## config.mk

```make
export PLATFORM = sky130hd
export DESIGN_NAME = xtc_tune_ctrl
export DESIGN_NICKNAME = d
export VERILOG_FILES = /design/src/rtl/xtc_pkg.sv /design/src/rtl/xtc_req_check.sv /design/src/rtl/xtc_seq.sv /design/src/rtl/xtc_rdback.sv /design/src/rtl/xtc_tune_ctrl.sv
export SDC_FILE = /design/constraint.sdc
export NUM_CORES = 1
export LEC_CHECK = 0
export BUFFER_PORTS_ARGS = -buffer_cell sky130_fd_sc_hd__buf_4
export CAP_MARGIN = 20
export CORE_MARGIN = 3
export CORE_UTILIZATION = 52
export DETAILED_ROUTE_END_ITERATION = 16
export PLACE_DENSITY = 0.79
export SETUP_SLACK_MARGIN = 0.1
export SKIP_LAST_GASP = 1
export SYNTH_ARGS = -nofsm -noshare
export SYNTH_HDL_FRONTEND = slang
export SYNTH_SLANG_ARGS = --single-unit
```

## constraint.sdc

```tcl
create_clock -name clk -period 2.2 [get_ports clk]
set_input_delay 0.55 -clock clk [delete_from_list [all_inputs] [get_ports clk]]
set_output_delay 0.55 -clock clk [all_outputs]
set_load 0.05 [all_outputs]
```

## src/rtl/xtc_pkg.sv

```systemverilog
package xtc_pkg;
  localparam int NFLD     = 6;
  localparam int FIDX_W   = 3;
  localparam int FLD_MAXW = 5;
  localparam int SET_W    = 25;
  localparam logic [NFLD-1:0] TX_FIELDS = 6'b001111;
  localparam logic [NFLD-1:0] RX_FIELDS = 6'b110000;

  typedef enum logic [2:0] {
    ST_IDLE,
    ST_RUN,
    ST_DRAIN,
    ST_ERR1,
    ST_ERR2
  } seq_state_e;

  function automatic int fld_width(input int idx);
    case (idx)
      0:       return 3;
      1, 2, 3: return 5;
      4:       return 3;
      default: return 4;
    endcase
  endfunction

  function automatic int fld_lsb(input int idx);
    int acc;
    acc = 0;
    for (int k = 0; k < idx; k++) acc += fld_width(k);
    return acc;
  endfunction
endpackage

```

## src/rtl/xtc_req_check.sv

```systemverilog
module xtc_req_check import xtc_pkg::*; #(
  parameter int              NUM_CH    = 8,
  parameter int              ADDR_W    = 9,
  parameter bit              BROADCAST = 1'b0,
  parameter bit              SCOPE_EN  = 1'b1,
  parameter logic [NFLD-1:0] FIELD_EN  = '1
) (
  input  logic              req_wr,
  input  logic              req_rd,
  input  logic [ADDR_W-1:0] req_addr,
  input  logic [1:0]        req_scope,
  input  logic [NFLD-1:0]   req_fmask,
  output logic              legal,
  output logic [NFLD-1:0]   emask
);
  logic [NFLD-1:0] side_mask;
  logic            addr_ok;
  logic            addr_used;
  logic            scope_bad;

  always_comb begin
    side_mask = TX_FIELDS | RX_FIELDS;
    scope_bad = 1'b0;
    if (SCOPE_EN) begin
      case (req_scope)
        2'b00:   side_mask = TX_FIELDS | RX_FIELDS;
        2'b01:   side_mask = RX_FIELDS;
        2'b10:   side_mask = TX_FIELDS;
        default: begin
          side_mask = '0;
          scope_bad = 1'b1;
        end
      endcase
    end
  end

  assign emask     = req_fmask & side_mask & FIELD_EN;
  assign addr_ok   = 32'(req_addr) < 32'(NUM_CH);
  assign addr_used = !BROADCAST || req_rd;
  assign legal     = !(req_wr && req_rd) && !scope_bad &&
                     (!addr_used || addr_ok) && (emask != '0);
endmodule

```

## src/rtl/xtc_seq.sv

```systemverilog
module xtc_seq import xtc_pkg::*; #(
  parameter int NUM_CH    = 8,
  parameter bit BROADCAST = 1'b0,
  parameter int CH_W      = 3
) (
  input  logic              clk,
  input  logic              rst_n,
  input  logic              start,
  input  logic              start_bad,
  input  logic              op_rd,
  input  logic [CH_W-1:0]   start_ch,
  input  logic [NFLD-1:0]   emask_in,
  output logic              busy,
  output logic              error,
  output logic              rd_valid,
  output logic              bus_wr,
  output logic              bus_rd,
  output logic [CH_W-1:0]   bus_ch,
  output logic [FIDX_W-1:0] bus_fld,
  output logic              cap_en,
  output logic [FIDX_W-1:0] cap_fld
);
  localparam int             EXT_W    = 1 << FIDX_W;
  localparam logic [CH_W-1:0] LAST_CH = CH_W'(NUM_CH - 1);
  localparam logic [FIDX_W-1:0] LAST_FLD = FIDX_W'(NFLD - 1);

  seq_state_e        st_q, st_d;
  logic [FIDX_W-1:0] fld_q, fld_d;
  logic [CH_W-1:0]   ch_q, ch_d, chl_q, chl_d;
  logic              rd_q, rd_d;
  logic [NFLD-1:0]   em_q, em_d;
  logic              pend_q;
  logic [FIDX_W-1:0] pfld_q;
  logic              vld_q;
  logic [EXT_W-1:0]  em_ext;
  logic              access;
  logic              fan_out;

  assign fan_out = BROADCAST && !op_rd;

  always_comb begin
    st_d  = st_q;
    fld_d = fld_q;
    ch_d  = ch_q;
    chl_d = chl_q;
    rd_d  = rd_q;
    em_d  = em_q;
    case (st_q)
      ST_IDLE: begin
        if (start) begin
          st_d  = ST_RUN;
          fld_d = '0;
          ch_d  = fan_out ? '0 : start_ch;
          chl_d = fan_out ? LAST_CH : start_ch;
          rd_d  = op_rd;
          em_d  = emask_in;
        end else if (start_bad) begin
          st_d = ST_ERR1;
        end
      end
      ST_RUN: begin
        if (fld_q == LAST_FLD) begin
          fld_d = '0;
          if (ch_q == chl_q) st_d = rd_q ? ST_DRAIN : ST_IDLE;
          else               ch_d = ch_q + CH_W'(1);
        end else begin
          fld_d = fld_q + FIDX_W'(1);
        end
      end
      ST_DRAIN: st_d = ST_IDLE;
      ST_ERR1:  st_d = ST_ERR2;
      default:  st_d = ST_IDLE;
    endcase
  end

  assign em_ext  = EXT_W'(em_q);
  assign access  = (st_q == ST_RUN) && em_ext[fld_q];
  assign bus_wr  = access && !rd_q;
  assign bus_rd  = access && rd_q;
  assign bus_ch  = ch_q;
  assign bus_fld = fld_q;
  assign busy    = (st_q == ST_RUN) || (st_q == ST_DRAIN);
  assign error   = (st_q == ST_ERR1) || (st_q == ST_ERR2);
  assign rd_valid = vld_q;
  assign cap_en  = pend_q;
  assign cap_fld = pfld_q;

  always_ff @(posedge clk or negedge rst_n) begin
    if (!rst_n) begin
      st_q   <= ST_IDLE;
      fld_q  <= '0;
      ch_q   <= '0;
      chl_q  <= '0;
      rd_q   <= 1'b0;
      em_q   <= '0;
      pend_q <= 1'b0;
      pfld_q <= '0;
      vld_q  <= 1'b0;
    end else begin
      st_q   <= st_d;
      fld_q  <= fld_d;
      ch_q   <= ch_d;
      chl_q  <= chl_d;
      rd_q   <= rd_d;
      em_q   <= em_d;
      pend_q <= bus_rd;
      pfld_q <= fld_q;
      vld_q  <= (st_q == ST_DRAIN);
    end
  end

  AST_START_BUSY: assert property (@(posedge clk) disable iff (!rst_n)
    start |=> busy);
  AST_IDLE_QUIET: assert property (@(posedge clk) disable iff (!rst_n)
    !busy |-> !(bus_wr || bus_rd));
  AST_NO_RDWR: assert property (@(posedge clk) disable iff (!rst_n)
    !(bus_wr && bus_rd));
  AST_VALID_AT_FALL: assert property (@(posedge clk) disable iff (!rst_n)
    rd_valid |-> (!busy && $past(busy)));
  AST_BUSY_ERR_EXCL: assert property (@(posedge clk) disable iff (!rst_n)
    !(busy && error));
  AST_ERR_PAIR: assert property (@(posedge clk) disable iff (!rst_n)
    $rose(error) |=> error);
  AST_ERR_TWO_CYC: assert property (@(posedge clk) disable iff (!rst_n)
    (error && $past(error)) |=> !error);
  AST_BAD_NO_BUSY: assert property (@(posedge clk) disable iff (!rst_n)
    start_bad |=> (error && !busy));
endmodule

```

## src/rtl/xtc_rdback.sv

```systemverilog
module xtc_rdback import xtc_pkg::*; (
  input  logic                clk,
  input  logic                rst_n,
  input  logic                clr,
  input  logic                cap_en,
  input  logic [FIDX_W-1:0]   cap_fld,
  input  logic [FLD_MAXW-1:0] cap_data,
  output logic [SET_W-1:0]    rd_data
);
  for (genvar i = 0; i < NFLD; i++) begin : g_fld
    localparam int W  = fld_width(i);
    localparam int LO = fld_lsb(i);
    logic [W-1:0] q, d;
    always_comb begin
      d = q;
      if (clr)                                          d = '0;
      else if (cap_en && cap_fld == FIDX_W'(i))          d = cap_data[W-1:0];
    end
    always_ff @(posedge clk or negedge rst_n) begin
      if (!rst_n) q <= '0;
      else        q <= d;
    end
    assign rd_data[LO +: W] = q;
  end
endmodule

```

## src/rtl/xtc_tune_ctrl.sv

```systemverilog
module xtc_tune_ctrl import xtc_pkg::*; #(
  parameter int              NUM_CH    = 8,
  parameter int              ADDR_W    = 9,
  parameter bit              BROADCAST = 1'b0,
  parameter bit              SCOPE_EN  = 1'b1,
  parameter logic [NFLD-1:0] FIELD_EN  = '1,
  localparam int             CH_W      = (NUM_CH > 1) ? $clog2(NUM_CH) : 1
) (
  input  logic                clk,
  input  logic                rst_n,
  input  logic                req_wr,
  input  logic                req_rd,
  input  logic [ADDR_W-1:0]   req_addr,
  input  logic [1:0]          req_scope,
  input  logic [NFLD-1:0]     req_fmask,
  input  logic [SET_W-1:0]    req_wdata,
  output logic                busy,
  output logic                error,
  output logic                rd_valid,
  output logic [SET_W-1:0]    rd_data,
  output logic                bus_wr,
  output logic                bus_rd,
  output logic [CH_W-1:0]     bus_ch,
  output logic [FIDX_W-1:0]   bus_fld,
  output logic [FLD_MAXW-1:0] bus_wdata,
  input  logic [FLD_MAXW-1:0] bus_rdata
);
  localparam int EXT_N = 1 << FIDX_W;

  logic              legal;
  logic [NFLD-1:0]   emask;
  logic              accept, start, start_bad;
  logic              cap_en;
  logic [FIDX_W-1:0] cap_fld;
  logic [SET_W-1:0]  wd_q, wd_d;
  logic [FLD_MAXW-1:0] fval [EXT_N];

  xtc_req_check #(
    .NUM_CH(NUM_CH), .ADDR_W(ADDR_W), .BROADCAST(BROADCAST),
    .SCOPE_EN(SCOPE_EN), .FIELD_EN(FIELD_EN)
  ) u_chk (
    .req_wr(req_wr), .req_rd(req_rd), .req_addr(req_addr),
    .req_scope(req_scope), .req_fmask(req_fmask),
    .legal(legal), .emask(emask)
  );

  assign accept    = (req_wr || req_rd) && !busy && !error;
  assign start     = accept && legal;
  assign start_bad = accept && !legal;

  xtc_seq #(.NUM_CH(NUM_CH), .BROADCAST(BROADCAST), .CH_W(CH_W)) u_seq (
    .clk(clk), .rst_n(rst_n), .start(start), .start_bad(start_bad),
    .op_rd(req_rd), .start_ch(req_addr[CH_W-1:0]), .emask_in(emask),
    .busy(busy), .error(error), .rd_valid(rd_valid),
    .bus_wr(bus_wr), .bus_rd(bus_rd), .bus_ch(bus_ch), .bus_fld(bus_fld),
    .cap_en(cap_en), .cap_fld(cap_fld)
  );

  always_comb begin
    wd_d = wd_q;
    if (start && req_wr) wd_d = req_wdata;
  end

  always_ff @(posedge clk or negedge rst_n) begin
    if (!rst_n) wd_q <= '0;
    else        wd_q <= wd_d;
  end

  for (genvar i = 0; i < EXT_N; i++) begin : g_wsel
    if (i < NFLD) begin : g_real
      assign fval[i] = FLD_MAXW'(wd_q[fld_lsb(i) +: fld_width(i)]);
    end else begin : g_pad
      assign fval[i] = '0;
    end
  end
  assign bus_wdata = fval[bus_fld];

  xtc_rdback u_rb (
    .clk(clk), .rst_n(rst_n), .clr(start && req_rd),
    .cap_en(cap_en), .cap_fld(cap_fld), .cap_data(bus_rdata),
    .rd_data(rd_data)
  );

  AST_CH_RANGE: assert property (@(posedge clk) disable iff (!rst_n)
    (bus_wr || bus_rd) |-> (32'(bus_ch) < 32'(NUM_CH)));
  AST_ABSENT_FIELD: assert property (@(posedge clk) disable iff (!rst_n)
    (bus_wr || bus_rd) |-> FIELD_EN[bus_fld]);
endmodule

```

==> results of run 1 <==
[worst max-delay path by stage]
stage | depth (start not counted) | to | startpoint
3_3_place_gp | 7 | wd_q[0] | req_addr[6]
6_report | 5 | bus_rd | u_seq.bus_fld[0]
2_1_floorplan | 6 | bus_wr | u_seq.bus_fld[0]
4_1_cts | 5 | bus_rd | u_seq.bus_fld[0]
3_5_place_dp | 7 | wd_q[7] | req_addr[6]
5_1_grt | 7 | bus_wdata[3] | u_seq.bus_fld[0]
[flip-flops by register name (all words and copies together), names as in the netlist]
signal	cells
u_seq.st_q	3
u_seq.rd_q	1
wd_q	25
u_rb.g_fld.q	25
u_seq.cap_fld	3
u_seq.em_q	6
u_seq.bus_fld	3
u_seq.cap_en	1
u_seq.rd_valid	1
u_seq.bus_ch	3
u_seq.chl_q	3
[layer usage]
metal	vias up	GRT usage	wire (µm)
met4	0	0.0962	118
met3	10	0.0376	453
met2	94	0.360	4120
met1	1259	0.286	3460
met5	-	0	0
li1	1222	-	-
[cell families (layout without fill, tap and decap cells)]
family,Yosys count,after routing,share of synthesized area
multiplexers,65,65,0.235
AND/OR/NAND/NOR,92,92,0.129
AO/OA/AOI/OAI,31,31,0.0535
adder cells (fa/ha/maj),1,1,0.00361
buffers and inverters,16,135,0.0340
flip-flops,74,74,0.535
XOR/XNOR,4,4,0.0101
[cell type report]
class / count / area, µm²
Fill cell: 448 / 1720
Timing Repair Buffer: 114 / 938
Multi-Input combinational cell: 193 / 1560
Clock buffer: 9 / 124
Clock inverter: 7 / 77.6
Sequential cell: 74 / 1860
Inverter: 5 / 18.8
Tap cell: 77 / 96.3
[timing repair]
action                     4_1_cts  5_1_grt
setup endpoints to repair        8        9
cloned                           0        0
setup buffers                    5        4
resized for setup               17        5
pin swaps                        1        3
[synth_stat cells, types with 4 or more instances]
| library cell | count |
|---|---|
| mux4_2 | 4 |
| o21ai_0 | 17 |
| nor2_1 | 38 |
| nor3_1 | 6 |
| mux2_4 | 20 |
| dfrtp_1 | 74 |
| inv_1 | 5 |
| mux2_2 | 9 |
| nand3_1 | 4 |
| nand2b_1 | 7 |
| nand2_1 | 21 |
| buf_4 | 4 |
| xor2_1 | 4 |
| mux2i_1 | 31 |
[per-stage QoR]
stage / setup TNS [ns] / hold slack [ns] / setup slack [ns]
floorplan: 0 / 0.254 / 0.106
global placement: 0 / 0.462 / 0.151
detailed placement: 0 / 0.470 / 0.149
CTS: -0.448 / 0.208 / -0.101
global route: -0.847 / 0.225 / -0.154
finish: -0.456 / 0.189 / -0.0960
[where the power goes]
group | leakage (µW) | internal, µW | switching, µW | total, µW
registers | 0.000984 | 1520 | 181 | 1700
clock network | 0.000100 | 534 | 535 | 1070
logic | 0.00134 | 670 | 893 | 1560
total | 0.00243 | 2720 | 1610 | 4330
==> metrics.txt, run 1 <==
CTS tree done; MaxCap Viol Count 0; R2R Setup Slk 0.26 ns; worst path setup slack after routing -0.0960 ns; Post-synth EDFFs 0; Non-Filler Instances 479; Routed Antenna Nets 0; number of flip-flops and latches in the synthesized netlist 74; max-slew violation count 0; arrival time reported for the critical path endpoint 1.75 ns; 1st-pass router iterations 4; Global Route Usage Sum 0.219; total core area 6390 µm²; Nets 449; kind of launch point of the worst setup path flop; number of instances in the synthesized netlist 283; instance count after placement with tap cells included 454; Inserted Clock Buffers 9; remaining design rule violation count 0; final number of hold-violating endpoints 0; power consumption 4330 µW; Area contributors post-synth dfrtp_1 (54%), mux2i_1 (9.0%), mux2_4 (8.7%), nor2_1 (4.1%), mux2_2 (2.9%); reported leakage power 0.00243 µW; share of post-route cells with drive strength above 1 0.463; Worst VDD drop 558 µV; status finished with violations; Pwr per Cell Area 927 nW/µm²; proportion of synthesized chip area in sequential cells 0.535; Port Buffers 91; Vias/cell 5.40; number of primary I/O pins 92; global-route wire length before repair 13000 µm; total number of yosys warnings 0; critical register-to-register path endpoint u_seq.bus_ch[1]; largest stage delay on the critical path 0.50 ns; Congestion Overflow GR 0; maximum buffer depth of the clock tree 2; CTS H-Tree Depth 3; Fin Clk Skew 0.00809 ns; count of buffer and inverter cells on the critical path 1; mean post-synth cell area 12.2 µm²; top flip-flop cell by instance count after synthesis dfrtp_1; Post-Syn Nets 335; 1st-iter DRT viols 100; standard cell with the maximum stage delay on the critical path mux4_2; root buffer cell clkbuf_8; worst setup path category flop to output port; chip width 87.6 µm; top-area cell type share of the netlist area 0.535; hold buffers post-CTS 0; overall die height 87.6 µm; final std cell area, no fill 4670 µm²; unrepaired setup endpoints after global routing true; core utilization of the finished layout 0.731; cell family with most CP delay multiplexers; leading cell type in the layout, fill and taps excluded buf_4; antenna violations before repair 0; critical path peak fanout 3; largest area contributor in the netlist dfrtp_1; fraction of synthesis flops using an asynchronous set or reset pin 1.00; kind of end point of the critical path output port; Cell variety after synth 43; violated checks negative setup slack; clock-pin slew reported for the worst setup and hold paths after clock tree synthesis 0.08 ns; total standard cell area after synthesis 3460 µm²; Worst-Skew Late Latency 0.34 ns; worst endpoint required time 1.65 ns; series of cell instances along the critical path mux4_2, nand2_1, o21ai_2, and3_4, buf_8; commonest non-fill, non-tap cells in the layout buf_4 (101), dfrtp_1 (68), nor2_1 (36); transition time of the tightest slew-check pin 0.594 ns; fin crit share 1.04; final setup vio count 7; TritonCTS sink count 74; global placer's final weighted congestion 0.806; worst relative slew slack 0.603; min cycle time layout 2.30 ns; number of global-route vias before repair 2688; total via count after detailed routing 2585; layout overhead on the synthesized area 34.9%; Antenna diodes 0; r2r startpoint u_seq.st_q[2]; Initial Utilization 0.542; wire length after detailed routing 8150 µm; half-perimeter wire length after detailed placement 5770 µm; pin count of the biggest net entering global routing 44; depth of the worst register-to-register path 5; Achievable Freq 0.436 GHz; total cell area at the placement stage 4330 µm²; Total Die Area 7670 µm²; row cnt 29; routed length per placed instance 17.0 µm; worst min-delay path class input port to asynchronous set/reset pin
No activity file was read; power rests on OpenSTA's default activity.
==> run 2: changes to the inputs <==
Settings changed: REMOVE_ABC_BUFFERS set to 1, TNS_END_PERCENT set to 50.
Clock period 2.2 ns to 2.5 ns, I/O delays scaled along.
==> run 2 against run 1 <==
- the flow now finishes without violations
- first-iteration DRC count grew 26%
- design area fell by 3.5%
- cell count fell by 2.5%
- combinational power decreased by 21%
- register-to-register slack improved by 0.21 ns
- clock-buffer cell count grew 1
- flip-flop and latch count unchanged
- total power is 13% lower
- worst setup slack better by 0.21 ns
- clock skew is 0.0016 ns lower
- non-clock buffer count decreased by 12
- critical path depth stayed put
- critical path type unchanged
- largest power group unchanged
==> metrics.txt, run 2 (synthesis results as in run 1) <==
reported leakage power 0.00236 µW; number of primary I/O pins 92; worst path setup slack after routing 0.113 ns; status finished, final reports clean; 1st-iter DRT viols 126; Worst-Skew Late Latency 0.34 ns; hold buffers post-CTS 0; Pwr per Cell Area 833 nW/µm²; global-route wire length before repair 11900 µm; Inserted Clock Buffers 9; instance count after placement with tap cells included 449; critical path peak fanout 7; Worst VDD drop 532 µV; antenna violations before repair 0; overall die height 87.6 µm; global placer's final weighted congestion 0.842; pin count of the biggest net entering global routing 47; worst relative slew slack 0.610; Fin Clk Skew 0.00644 ns; Worst Hold Margin 0.199 ns; total via count after detailed routing 2556; Antenna diodes 0; leading cell type in the layout, fill and taps excluded buf_4; maximum buffer depth of the clock tree 2; transition time of the tightest slew-check pin 0.583 ns; final number of hold-violating endpoints 0; final setup vio count 0; total core area 6390 µm²; row cnt 29; chip width 87.6 µm; Initial Utilization 0.542; TritonCTS sink count 74; CTS H-Tree Depth 3; number of global-route vias before repair 2519; routed length per placed instance 16.0 µm; Global Route Usage Sum 0.203; remaining design rule violation count 0; arrival time reported for the critical path endpoint 1.76 ns; depth of the worst register-to-register path 6; 1st-pass router iterations 4; worst setup path category flop to output port; CTS tree done; MaxCap Viol Count 0; kind of launch point of the worst setup path flop; Total Die Area 7670 µm²; Congestion Overflow GR 0; Post-Place Setup Slack 0.217 ns; Vias/cell 5.47; clock-pin slew reported for the worst setup and hold paths after clock tree synthesis 0.08 ns; Non-Filler Instances 467; R2R Setup Slk 0.47 ns; Port Buffers 91; r2r startpoint u_seq.bus_fld[0]; wire length after detailed routing 7460 µm; Nets 437; unrepaired setup endpoints after global routing true; worst endpoint required time 1.88 ns; layout overhead on the synthesized area 30.2%; kind of end point of the critical path output port; max-slew violation count 0; min cycle time layout 2.39 ns; half-perimeter wire length after detailed placement 5340 µm; biggest regs u_rb.g_fld.q (25), wd_q (25), u_seq.em_q (6); fin crit share 0.955; critical register-to-register path endpoint u_seq.bus_ch[1]; commonest non-fill, non-tap cells in the layout buf_4 (96), dfrtp_1 (73), nor2_1 (37); power consumption 3750 µW; root buffer cell clkbuf_8; worst min-delay path class input port to asynchronous set/reset pin; Achievable Freq 0.419 GHz; share of post-route cells with drive strength above 1 0.418; Routed Antenna Nets 0
==> run 2: per-layer routing <==
layer  global-route usage  vias up  wire length [µm]
met5                    0        -                 0
met4                0.112        0               223
met3               0.0433       22               471
met2                0.321       99              3530
met1                0.262     1236              3230
li1                     -     1199                 -
==> run 2: stage by stage <==
step / setup TNS, ns / util / cell area, µm²
after floorplan: -2.67 / - / 3360
after global routing: 0 / 0.706 / 4510
after detailed placement: 0 / 0.661 / 4220
after global placement: 0 / 0.661 / 4220
after CTS: 0 / 0.704 / 4490
final: 0 / 0.706 / 4510
==> run 2: area by class of cell <==
type,count,area [µm²]
multi-input cells,193,1510
inverters,5,18.8
fillers,480,1880
clock buffers,10,138
flip-flops and latches,74,1850
repair buffers,102,797
well taps,77,96.3
clock inverters,6,90.1
==> run 2: critical path, stage by stage (launching register included) <==
cell,delay (ns)
dfrtp_1,0.42
buf_6,0.16
mux4_2,0.50
nand2_1,0.08
o21ai_1,0.07
buf_4,0.20
==> run 2: worst max-delay path by stage <==
stage               slack (ns)        startpoint      endpoint
finish                    0.11  u_seq.bus_fld[0]  bus_wdata[0]
global route              0.02  u_seq.bus_fld[0]        bus_wr
detailed placement        0.22       req_addr[6]       wd_q[2]
floorplan                -0.59  u_seq.bus_fld[0]  bus_wdata[3]
CTS                       0.08  u_seq.bus_fld[0]        bus_wr
global placement          0.24       req_addr[6]       wd_q[3]
==> run 2: power by group <==
part | switching, µW | internal [µW] | total (µW)
combinational | 727 | 512 | 1240
sequential | 144 | 1330 | 1470
clock | 451 | 591 | 1040
total | 1320 | 2430 | 3750
==> run 2: timing repair <==
item | in CTS | in global routing
pin swaps | 2 | 1
resized for setup | 12 | 6
buffers inserted | 2 | 0
endpoints found under the setup margin | 5 | 7
==> run 3: changes to the inputs <==
--- a/constraint.sdc
+++ b/constraint.sdc
@@ -3,2 +3,2 @@
 set_output_delay 0.625 -clock clk [all_outputs]
-set_load 0.05 [all_outputs]
+set_load 0.005 [all_outputs]
==> run 3 against run 2 <==
- total power decreased by 15%
- non-clock buffer count fell by 2
- clock-buffer cell count up 1
- sequential share of layout area increased by 1.1 points
- cell count is 0.43% lower
- critical path depth is the same
- flip-flop and latch count did not move
- utilization fell by 1.8 points
- combinational power fell by 26%
- global-route usage fell by 0.36 points
- via count fell by 2.1%
- routed wire length is 2.1% lower
- largest cell class unchanged
- highest routed layer unchanged
==> metrics.txt, run 3 (synthesis results as in run 1) <==
final number of hold-violating endpoints 0; Global Route Usage Sum 0.200; series of cell instances along the critical path mux4_2, nand2_2, o21ai_2, and3_4, buf_6; CTS H-Tree Depth 3; Initial Utilization 0.542; global placer's final weighted congestion 0.782; layout overhead on the synthesized area 26.9%; Nets 435; TritonCTS sink count 74; unrepaired setup endpoints after global routing true; Routed Antenna Nets 0; root buffer cell clkbuf_8; switching power share of the total 0.320; arrival time reported for the critical path endpoint 1.73 ns; routed length per placed instance 15.7 µm; instance count after placement with tap cells included 446; Int Pwr 2160 µW; Vias/cell 5.38; critical path peak fanout 3; final std cell area, no fill 4390 µm²; total cell area at the placement stage 4190 µm²; maximum buffer depth of the clock tree 2; total negative slack 0 ns; number of primary I/O pins 92; MaxCap Viol Count 0; Total Die Area 7670 µm²; Worst VDD drop 451 µV; leading cell type in the layout, fill and taps excluded buf_4; proportion of power drawn by combinational gates 0.287; half-perimeter wire length after detailed placement 5340 µm; chip width 87.6 µm; highest metal layer with signal wires met4; antenna violations before repair 0; max-slew violation count 0; Non-Filler Instances 465; biggest regs u_rb.g_fld.q (25), wd_q (25), u_seq.em_q (6); Fin Clk Skew 0.00842 ns; share of post-route cells with drive strength above 1 0.399; transition time of the tightest slew-check pin 0.887 ns; met2 routed wirelength 3540 µm; 1st-pass router iterations 4; count of buffer and inverter cells on the critical path 1; global-route wire length before repair 11700 µm; overall die height 87.6 µm; Worst-Skew Late Latency 0.34 ns; kind of end point of the critical path output port; standard cell with the maximum stage delay on the critical path mux4_2; pin count of the biggest net entering global routing 75; fin crit share 0.944; Pwr per Cell Area 724 nW/µm²; Antenna diodes 0; hold buffers post-CTS 0; worst setup path category flop to output port; share of power burned in registers 0.467; wire length on met3 409 µm; reported leakage power 0.00231 µW; Achievable Freq 0.424 GHz; status finished, final reports clean; remaining design rule violation count 0; worst relative slew slack 0.409; number of global-route vias before repair 2483; wire length on met1 3160 µm; 1st-iter DRT viols 99; kind of launch point of the worst setup path flop; total core area 6390 µm²; cell family with most CP delay multiplexers; Congestion Overflow GR 0; min cycle time layout 2.36 ns; commonest non-fill, non-tap cells in the layout buf_4 (98), dfrtp_1 (73), nor2_1 (38); total via count after detailed routing 2503; wire length after detailed routing 7300 µm; final setup vio count 0; worst min-delay path class input port to asynchronous set/reset pin; count of fill cells added during filler insertion 473; power consumption 3180 µW; largest stage delay on the critical path 0.53 ns; Clk pwr share 0.245; CTS tree done; Port Buffers 91; Worst Hold Margin 0.394 ns; row cnt 29; clock-pin slew reported for the worst setup and hold paths after clock tree synthesis 0.08 ns; sw power 1020 µW; worst endpoint required time 1.88 ns; Inserted Clock Buffers 9
run 3: power by group through the flow:
stage,clock network [µW],registers (µW),logic (µW)
3_3_place_gp,0,1500,835
5_1_grt,863,1510,1010
4_1_cts,801,1480,868
2_1_floorplan,0,1510,459
3_5_place_dp,0,1500,866
6_report,779,1490,914
run 3: metal layers:
layer,up-vias,GRT usage
met5,-,0
met4,0,0.116
met3,18,0.0339
met2,84,0.319
met1,1207,0.258
li1,1194,-
run 3: cell type report:
class / instances / area (µm²) / share of cell area
clock buffer: 11 / 131 / 0.0299
tap: 77 / 96.3 / 0.0219
multi-input combinational: 193 / 1500 / 0.342
timing repair buffer: 100 / 758 / 0.173
sequential: 74 / 1850 / 0.422
inverter: 5 / 18.8 / 0.00427
clock inverter: 5 / 31.3 / 0.00712
run 3: what timing repair did:
item,in CTS,in global routing
buffers inserted,0,3
gates resized for setup,2,8
hold endpoints to repair,0,0
endpoints found under the setup margin,3,5
pin swaps,1,2
run 3: per-stage QoR:
step | setup WS (ns) | util
2_1_floorplan | 0.202 | -
3_3_place_gp | 0.250 | 0.656
3_5_place_dp | 0.208 | 0.656
4_1_cts | 0.0774 | 0.681
5_1_grt | 0.0626 | 0.688
6_report | 0.140 | 0.688
run 3: final timing paths:
path                                 endpoint  slack, ns             start  depth (start not counted)
min in group clk                u_seq.em_q[0]       0.49     u_seq.em_q[0]                          2
hold / removal             u_rb.g_fld[4].q[1]       0.39             rst_n                          1
max in group asynchronous    u_seq.bus_fld[1]       1.47             rst_n                          1
setup / recovery                       bus_rd       0.14  u_seq.bus_fld[0]                          5
hold reg to reg                 u_seq.em_q[0]       0.49     u_seq.em_q[0]                          2
setup reg to reg              u_seq.bus_ch[1]       0.44  u_seq.bus_fld[0]                          6
